**src/rtl/cmp_pulse_pkg.sv**
```systemverilog
package cmp_pulse_pkg;

    typedef enum logic [2:0] {
        ADDR_CTRL   = 3'd0,
        ADDR_PERIOD = 3'd1,
        ADDR_NEXT   = 3'd2,
        ADDR_OUTEN  = 3'd3,
        ADDR_TRIG   = 3'd4,
        ADDR_STATUS = 3'd5,
        ADDR_LATCH  = 3'd6,
        ADDR_COUNT  = 3'd7
    } reg_addr_e;

    typedef enum logic {
        TMR_IDLE = 1'b0,
        TMR_RUN  = 1'b1
    } tmr_state_e;

    localparam int CTRL_RUN_BIT = 0;
    localparam int CTRL_IE_BIT  = 1;

endpackage

```
**src/rtl/cmp_pulse_timer.sv**
```systemverilog
module cmp_pulse_timer
    import cmp_pulse_pkg::*;
#(
    parameter int CNT_W = 16
) (
    input  logic             clk,
    input  logic             rst_n,
    input  logic             run,
    input  logic [CNT_W-1:0] period,
    output logic [CNT_W-1:0] count,
    output logic             match
);

    tmr_state_e       state_q, state_d;
    logic [CNT_W-1:0] cnt_q;

    // state register
    always_ff @(posedge clk or negedge rst_n) begin
        if (!rst_n) state_q <= TMR_IDLE;
        else        state_q <= state_d;
    end

    // next-state decode
    always_comb begin
        state_d = state_q;
        unique case (state_q)
            TMR_IDLE: if (run)  state_d = TMR_RUN;
            TMR_RUN:  if (!run) state_d = TMR_IDLE;
            default:            state_d = TMR_IDLE;
        endcase
    end

    // outputs of the state machine
    always_comb begin
        match = (state_q == TMR_RUN) && (cnt_q == period);
        count = cnt_q;
    end

    always_ff @(posedge clk or negedge rst_n) begin
        if (!rst_n) begin
            cnt_q <= '0;
        end else if (state_q == TMR_RUN && run) begin
            cnt_q <= match ? '0 : cnt_q + 1'b1;
        end else begin
            cnt_q <= '0;
        end
    end

    // a match returns the counter to zero on the next cycle
    a_r2_wrap_to_zero: assert property (@(posedge clk) disable iff (!rst_n)
        match |=> (count == '0));

    // while running and not matching, the counter steps by one
    a_r2_step_up: assert property (@(posedge clk) disable iff (!rst_n)
        (state_q == TMR_RUN && run && !match) |=> (count == $past(count) + 1'b1));

    // an idle timer holds zero and produces no match
    a_r9_idle_zero: assert property (@(posedge clk) disable iff (!rst_n)
        (state_q == TMR_IDLE) |-> (count == '0 && !match));

endmodule

```
**src/rtl/cmp_pulse_regs.sv**
```systemverilog
module cmp_pulse_regs
    import cmp_pulse_pkg::*;
#(
    parameter int DATA_W = 16,
    parameter int CNT_W  = 16,
    parameter int PORT_W = 8,
    parameter int TSEL_W = 4
) (
    input  logic              clk,
    input  logic              rst_n,
    input  logic              bus_wr,
    input  logic [2:0]        bus_addr,
    input  logic [DATA_W-1:0] bus_wdata,
    output logic [DATA_W-1:0] bus_rdata,
    input  logic              int_match,
    input  logic [PORT_W-1:0] latch_q,
    input  logic [CNT_W-1:0]  count,
    output logic              run,
    output logic [CNT_W-1:0]  period,
    output logic [PORT_W-1:0] staging,
    output logic [PORT_W-1:0] outen,
    output logic [TSEL_W-1:0] trig_sel,
    output logic              irq
);

    reg_addr_e         addr_e;
    logic              run_q, ie_q, flag_q;
    logic [CNT_W-1:0]  period_q;
    logic [PORT_W-1:0] staging_q, outen_q;
    logic [TSEL_W-1:0] trig_q;
    logic              clr_hit;

    assign addr_e  = reg_addr_e'(bus_addr);
    assign clr_hit = bus_wr && (addr_e == ADDR_STATUS) && bus_wdata[0];

    always_ff @(posedge clk or negedge rst_n) begin
        if (!rst_n) begin
            run_q     <= 1'b0;
            ie_q      <= 1'b0;
            period_q  <= '0;
            staging_q <= '0;
            outen_q   <= '0;
            trig_q    <= '0;
        end else if (bus_wr) begin
            unique case (addr_e)
                ADDR_CTRL: begin
                    run_q <= bus_wdata[CTRL_RUN_BIT];
                    ie_q  <= bus_wdata[CTRL_IE_BIT];
                end
                ADDR_PERIOD: period_q  <= bus_wdata[CNT_W-1:0];
                ADDR_NEXT:   staging_q <= bus_wdata[PORT_W-1:0];
                ADDR_OUTEN:  outen_q   <= bus_wdata[PORT_W-1:0];
                ADDR_TRIG:   trig_q    <= bus_wdata[TSEL_W-1:0];
                ADDR_STATUS, ADDR_LATCH, ADDR_COUNT: ;
                default: ;
            endcase
        end
    end

    // event flag: a new match takes priority over a clear
    always_ff @(posedge clk or negedge rst_n) begin
        if (!rst_n)         flag_q <= 1'b0;
        else if (int_match) flag_q <= 1'b1;
        else if (clr_hit)   flag_q <= 1'b0;
    end

    always_comb begin
        bus_rdata = '0;
        unique case (addr_e)
            ADDR_CTRL: begin
                bus_rdata[CTRL_RUN_BIT] = run_q;
                bus_rdata[CTRL_IE_BIT]  = ie_q;
            end
            ADDR_PERIOD: bus_rdata[CNT_W-1:0]  = period_q;
            ADDR_NEXT:   bus_rdata[PORT_W-1:0] = staging_q;
            ADDR_OUTEN:  bus_rdata[PORT_W-1:0] = outen_q;
            ADDR_TRIG:   bus_rdata[TSEL_W-1:0] = trig_q;
            ADDR_STATUS: bus_rdata[0]          = flag_q;
            ADDR_LATCH:  bus_rdata[PORT_W-1:0] = latch_q;
            ADDR_COUNT:  bus_rdata[CNT_W-1:0]  = count;
            default:     bus_rdata             = '0;
        endcase
    end

    assign run      = run_q;
    assign period   = period_q;
    assign staging  = staging_q;
    assign outen    = outen_q;
    assign trig_sel = trig_q;
    assign irq      = flag_q & ie_q;

    // every internal match leaves the flag set
    a_r5_flag_set: assert property (@(posedge clk) disable iff (!rst_n)
        int_match |=> flag_q);

    // a clear with no competing match drops the flag
    a_r6_flag_clear: assert property (@(posedge clk) disable iff (!rst_n)
        (clr_hit && !int_match) |=> !flag_q);

    // without a clear the flag is sticky
    a_r6_flag_sticky: assert property (@(posedge clk) disable iff (!rst_n)
        (flag_q && !clr_hit) |=> flag_q);

endmodule

```
**src/rtl/cmp_pulse_xfer.sv**
```systemverilog
module cmp_pulse_xfer #(
    parameter int PORT_W = 8,
    parameter int GRP_W  = 4,
    parameter int N_EXT  = 3,
    parameter int SEL_W  = 2
) (
    input  logic                              clk,
    input  logic                              rst_n,
    input  logic                              int_match,
    input  logic [N_EXT-1:0]                  ext_match,
    input  logic [(PORT_W/GRP_W)*SEL_W-1:0]   trig_sel,
    input  logic [PORT_W-1:0]                 staging,
    output logic [PORT_W-1:0]                 latch_q
);

    localparam int N_GRP = PORT_W / GRP_W;
    localparam int N_PAD = 1 << SEL_W;

    logic [N_PAD-1:0] src;
    logic [N_GRP-1:0] fire;

    always_comb begin
        src            = '0;
        src[N_EXT:0]   = {ext_match, int_match};
    end

    for (genvar g = 0; g < N_GRP; g++) begin : g_grp
        logic [SEL_W-1:0] sel;
        assign sel     = trig_sel[g*SEL_W +: SEL_W];
        assign fire[g] = src[sel];

        // a fired group copies its staging bits
        a_r3_group_copy: assert property (@(posedge clk) disable iff (!rst_n)
            fire[g] |=> (latch_q[g*GRP_W +: GRP_W] == $past(staging[g*GRP_W +: GRP_W])));

        // a group whose source is quiet keeps its bits
        a_r7_group_hold: assert property (@(posedge clk) disable iff (!rst_n)
            !fire[g] |=> (latch_q[g*GRP_W +: GRP_W] == $past(latch_q[g*GRP_W +: GRP_W])));
    end

    always_ff @(posedge clk or negedge rst_n) begin
        if (!rst_n) begin
            latch_q <= '0;
        end else begin
            for (int g = 0; g < N_GRP; g++) begin
                if (fire[g]) latch_q[g*GRP_W +: GRP_W] <= staging[g*GRP_W +: GRP_W];
            end
        end
    end

endmodule

```
**src/rtl/cmp_pulse_port.sv**
```systemverilog
module cmp_pulse_port #(
    parameter int DATA_W = 16,
    parameter int CNT_W  = 16,
    parameter int PORT_W = 8,
    parameter int GRP_W  = 4,
    parameter int N_EXT  = 3
) (
    input  logic              clk,
    input  logic              rst_n,
    input  logic              bus_wr,
    input  logic [2:0]        bus_addr,
    input  logic [DATA_W-1:0] bus_wdata,
    output logic [DATA_W-1:0] bus_rdata,
    input  logic [N_EXT-1:0]  ext_match,
    output logic              irq,
    output logic [PORT_W-1:0] pulse_out
);

    localparam int N_GRP  = PORT_W / GRP_W;
    localparam int SEL_W  = $clog2(N_EXT + 1);
    localparam int TSEL_W = N_GRP * SEL_W;

    logic              run, int_match;
    logic [CNT_W-1:0]  period, count;
    logic [PORT_W-1:0] staging, outen, latch_q;
    logic [TSEL_W-1:0] trig_sel;

    cmp_pulse_timer #(.CNT_W(CNT_W)) u_timer (
        .clk    (clk),
        .rst_n  (rst_n),
        .run    (run),
        .period (period),
        .count  (count),
        .match  (int_match)
    );

    cmp_pulse_regs #(
        .DATA_W (DATA_W),
        .CNT_W  (CNT_W),
        .PORT_W (PORT_W),
        .TSEL_W (TSEL_W)
    ) u_regs (
        .clk       (clk),
        .rst_n     (rst_n),
        .bus_wr    (bus_wr),
        .bus_addr  (bus_addr),
        .bus_wdata (bus_wdata),
        .bus_rdata (bus_rdata),
        .int_match (int_match),
        .latch_q   (latch_q),
        .count     (count),
        .run       (run),
        .period    (period),
        .staging   (staging),
        .outen     (outen),
        .trig_sel  (trig_sel),
        .irq       (irq)
    );

    cmp_pulse_xfer #(
        .PORT_W (PORT_W),
        .GRP_W  (GRP_W),
        .N_EXT  (N_EXT),
        .SEL_W  (SEL_W)
    ) u_xfer (
        .clk       (clk),
        .rst_n     (rst_n),
        .int_match (int_match),
        .ext_match (ext_match),
        .trig_sel  (trig_sel),
        .staging   (staging),
        .latch_q   (latch_q)
    );

    assign pulse_out = latch_q & outen;

endmodule

```
**config.mk**
```make
export PLATFORM = sky130hd
export DESIGN_NAME = cmp_pulse_port
export DESIGN_NICKNAME = d
export VERILOG_FILES = /design/src/rtl/cmp_pulse_pkg.sv /design/src/rtl/cmp_pulse_timer.sv /design/src/rtl/cmp_pulse_regs.sv /design/src/rtl/cmp_pulse_xfer.sv /design/src/rtl/cmp_pulse_port.sv
export SDC_FILE = /design/constraint.sdc
export NUM_CORES = 1
export LEC_CHECK = 0
export ABC_AREA = 0
export CAP_MARGIN = 10
export CORE_MARGIN = 4
export CORE_UTILIZATION = 50
export DETAILED_ROUTE_END_ITERATION = 12
export DONT_BUFFER_PORTS = 1
export HOLD_SLACK_MARGIN = 0.08
export MAX_ROUTING_LAYER = met4
export RECOVER_POWER = 100
export SYNTH_ARGS = -nofsm -noshare
export SYNTH_HDL_FRONTEND = slang
export SYNTH_SLANG_ARGS = --single-unit
```
**constraint.sdc**
```tcl
create_clock -name clk -period 2.07 [get_ports clk]
set_input_delay 0.3105 -clock clk [delete_from_list [all_inputs] [get_ports clk]]
set_output_delay 0.3105 -clock clk [all_outputs]
set_load 0.03 [all_outputs]
```
==> metrics.md <==
| Metric | Value |
|---|---|
| Status | `finished clean` |
| MaxCap Viol Count | `0` |
| Largest net degree at the start of global routing | `65` |
| Leakage | `0.001580 uW` |
| # clock sinks | `64` |
| CTS buffer count | `9` |
| Period minus WS final | `2.024 ns` |
| Core Rows | `29` |
| Hold Crit Class | `in2reg` |
| Die ar. | `roughly 8000 sq um` |
| Mapped Avg Cell Area | `between 10 and 15 sq um` |
| Total negative setup slack | `0 ns` |
| Crit path DAT | `between 1.5 and 2 ns` |
| Gpl congestion | `0.8120` |
| Nets | `336` |
| Warnings, synthesis | `0` |
| Worst-Margin Slew | `approximately 1.4 ns` |
| Inserted Diodes | `0` |
| Crit-path cells | `buf_6, mux4_2, mux2_4` |
| Dpl hpwl | `around 5.5 mm` |
| Mapped Area | `about 3400 sq um` |
| IO Port Bufs | `0` |
| CORE AREA | `roughly 6500 sq um` |
| Worst-Skew Late Latency | `0.34 ns` |
| Final period util | `97.76%` |
| Critical R2R Launch | `u_timer.count[3]` |
| Hold Crit Depth | `1` |
| Drt pass-1 iters | `4` |
| Worst Setup End Kind | `primary output` |
| Layout area overhead | `12.14%` |
| Grt ovf | `0` |
| Layout cells sized above 1 | `~30%` |
| Startpoint Class | `flip-flop` |
| Hold Vio Cnt, Final | `0` |
| Via count | `between 2,000 and 2,500` |
| Worst R2R End | `u_xfer.latch_q[2]` |
| Clk buf depth | `2` |
| Relative slew margins | `about 5.5%` |
| Post-Route WL | `7.939 mm` |
| RSZ-0062 raised after global routing | `no` |
| Mapped Nets | `306` |
| Initial DRC Count | `roughly 110` |
| Hold Startpoint | `bus_wdata[7]` |
| Commonest non-fill, non-tap cell in the layout | `dfrtp_1` |
| Primary FF master, synth | `dfrtp_1` |
| Area post-placement | `roughly 3700 sq um` |
| Sink of the worst hold path | `u_regs.outen[7]` |
| Peak supply drop | `0.6231 mV` |
| Global-route wire length before repair | `about 13 mm` |
| Vias in the first global route | `about 2,400` |
| R2R setup slack | `0.11 ns` |
| Worst path slowest cell | `mux4_2` |
| Via density | `5.974` |
| I/O pin count | `50` |
| Final slew viol count | `0` |
| Clk pin slew, worst setup/hold paths | `~0.07 ns` |
| Most frequent cells in the layout | `dfrtp_1, mux2_2, nor2_1, xnor2_1, nand2_1` |
| Register area share after synthesis | `46.80%` |
| Initial core utilization | `~53%` |
| Max Clock Skew | `0.006259 ns` |
| Largest cells by area after synthesis | `dfrtp_1, mux2_2, mux4_2` |
| Final setup viols | `0` |
| Worst Path Max Fanout | `6` |
| Initial antenna violation count | `0` |
| Worst path required time | `1.76 ns` |
| CTS tree | `built` |
| Async S/R FF share, synth | `100.0%` |
| Number of synthesized register bits | `64` |
| Yosys top cell by area | `dfrtp_1` |
| Design area | `between 3000 and 4000 sq um` |
| Critical path class | `reg2out` |
| Top cell type's share of synthesized area | `between 40% and 50%` |
| Remaining antenna violation count after routing | `0` |
| Average wire per standard cell | `~20 microns` |
| Yosys cell types | `40` |
| Pwr per Cell Area | `slightly above 1000 nW/um^2` |
| # DRC | `0` |
| CTS H-Tree Depth | `3` |
| R2r worst-path depth | `7` |
| Global-route usage over all layers | `20.83%` |
| Final Hold Slack | `approximately 0.11 ns` |
| Root buffer cell | `clkbuf_8` |
| Worst path max stage delay | `~0.49 ns` |
| Post-synth EDFFs | `0` |
| Max Freq | `~490 MHz` |
| Syn Inst Count | `280` |
| Die W | `slightly above 90 microns` |
| Worst setup path start | `u_timer.count[0]` |
| Die Span Y | `between 90 and 100 microns` |
-- power by group --
group / switching [uW] / internal [uW]
registers: 233 / 1510
clock network: 500 / 709
logic: 502 / 454
-- flip-flops by register name (all words and copies together), names as in the netlist --
name             cells
u_regs.period       16
u_timer.state_q      1
u_regs.staging       8
u_regs.run           1
u_regs.flag_q        1
u_regs.outen         8
u_timer.count       16
u_xfer.latch_q       8
u_regs.trig_sel      4
u_regs.ie_q          1
-- timing repair --
item / 4_1_cts / 5_1_grt
hold buffers: 2 / 0
setup endpoints to repair: 2 / 3
endpoints found under the hold margin: 64 / 0
setup buffers: 0 / 3
gates resized for setup: 2 / 1
-- critical path, delay by kind of cell (launching register included) --
family	cells	cell delay, ns
buf+inv	1	0.15
flops	1	0.41
mux	2	0.82
-- synthesized netlist by cell type, drive strengths merged, types with 2 or more instances --
cell and n:
a21oi 5, a22oi 10, a31oi 2, and2 11
and3 2, and4 4, buf 9, clkbuf 4
dfrtp 64, inv 2, mux2 49, mux2i 3
mux4 8, nand2 15, nand2b 2, nand3 7
nand4 6, nor2 21, nor2b 10, o21ai 7
xnor2 19, xor2 11
-- metal layers --
layer / wire [microns] / vias to the layer above / track usage (%) / part of all wire, %
li1: - / 1056 / - / -
met3: 355 / 10 / 5.000 / 4.5
met2: 3801 / 64 / 32.24 / 48
met5: 0 / - / - / 0
met4: 152 / 0 / 8.801 / 1.9
met1: 3629 / 1212 / 26.18 / 46
-- worst max path at each step --
stage,depth (start not counted),to
6_report,3,bus_rdata[0]
5_1_grt,5,bus_rdata[3]
4_1_cts,3,bus_rdata[0]
3_5_place_dp,6,u_xfer.latch_q[3]
3_3_place_gp,6,u_xfer.latch_q[6]
2_1_floorplan,5,bus_rdata[1]
-- area by class of cell --
cell class / instances / area (sq um)
tap: 77 / 96.34
timing repair buffer: 32 / 193.9
multi-input combinational: 201 / 1717
fill: 550 / 2658
clock inverter: 5 / 80.08
inverter: 2 / 7.507
clock buffer: 11 / 141.4
sequential: 64 / 1602
-- stage by stage --
| stage | cells | setup slack (ns) | power (uW) | utilization [%] |
|---|---|---|---|---|
| after floorplan | 280 | 0.06598 | 2553 | - |
| after global placement | 371 | 0.1865 | 2751 | 56.29 |
| after detailed placement | 371 | 0.1632 | 2775 | 56.29 |
| after CTS | 389 | 0.01019 | 4028 | 60.34 |
| after global routing | 392 | 0.005698 | 4092 | 59.08 |
| final | 392 | 0.04628 | 3905 | 59.08 |
-- logic make-up after synthesis --
| family | synth area share, % |
|---|---|
| AND/OR/NAND/NOR | 13.89 |
| flip-flops | 46.80 |
| multiplexers | 23.25 |
| XOR/XNOR | 7.898 |
| AO/OA/AOI/OAI | 5.667 |
| buffers and inverters | 2.121 |
| adder cells (fa/ha/maj) | 0.3656 |
Note: power is estimated with default switching activity, not from simulation.
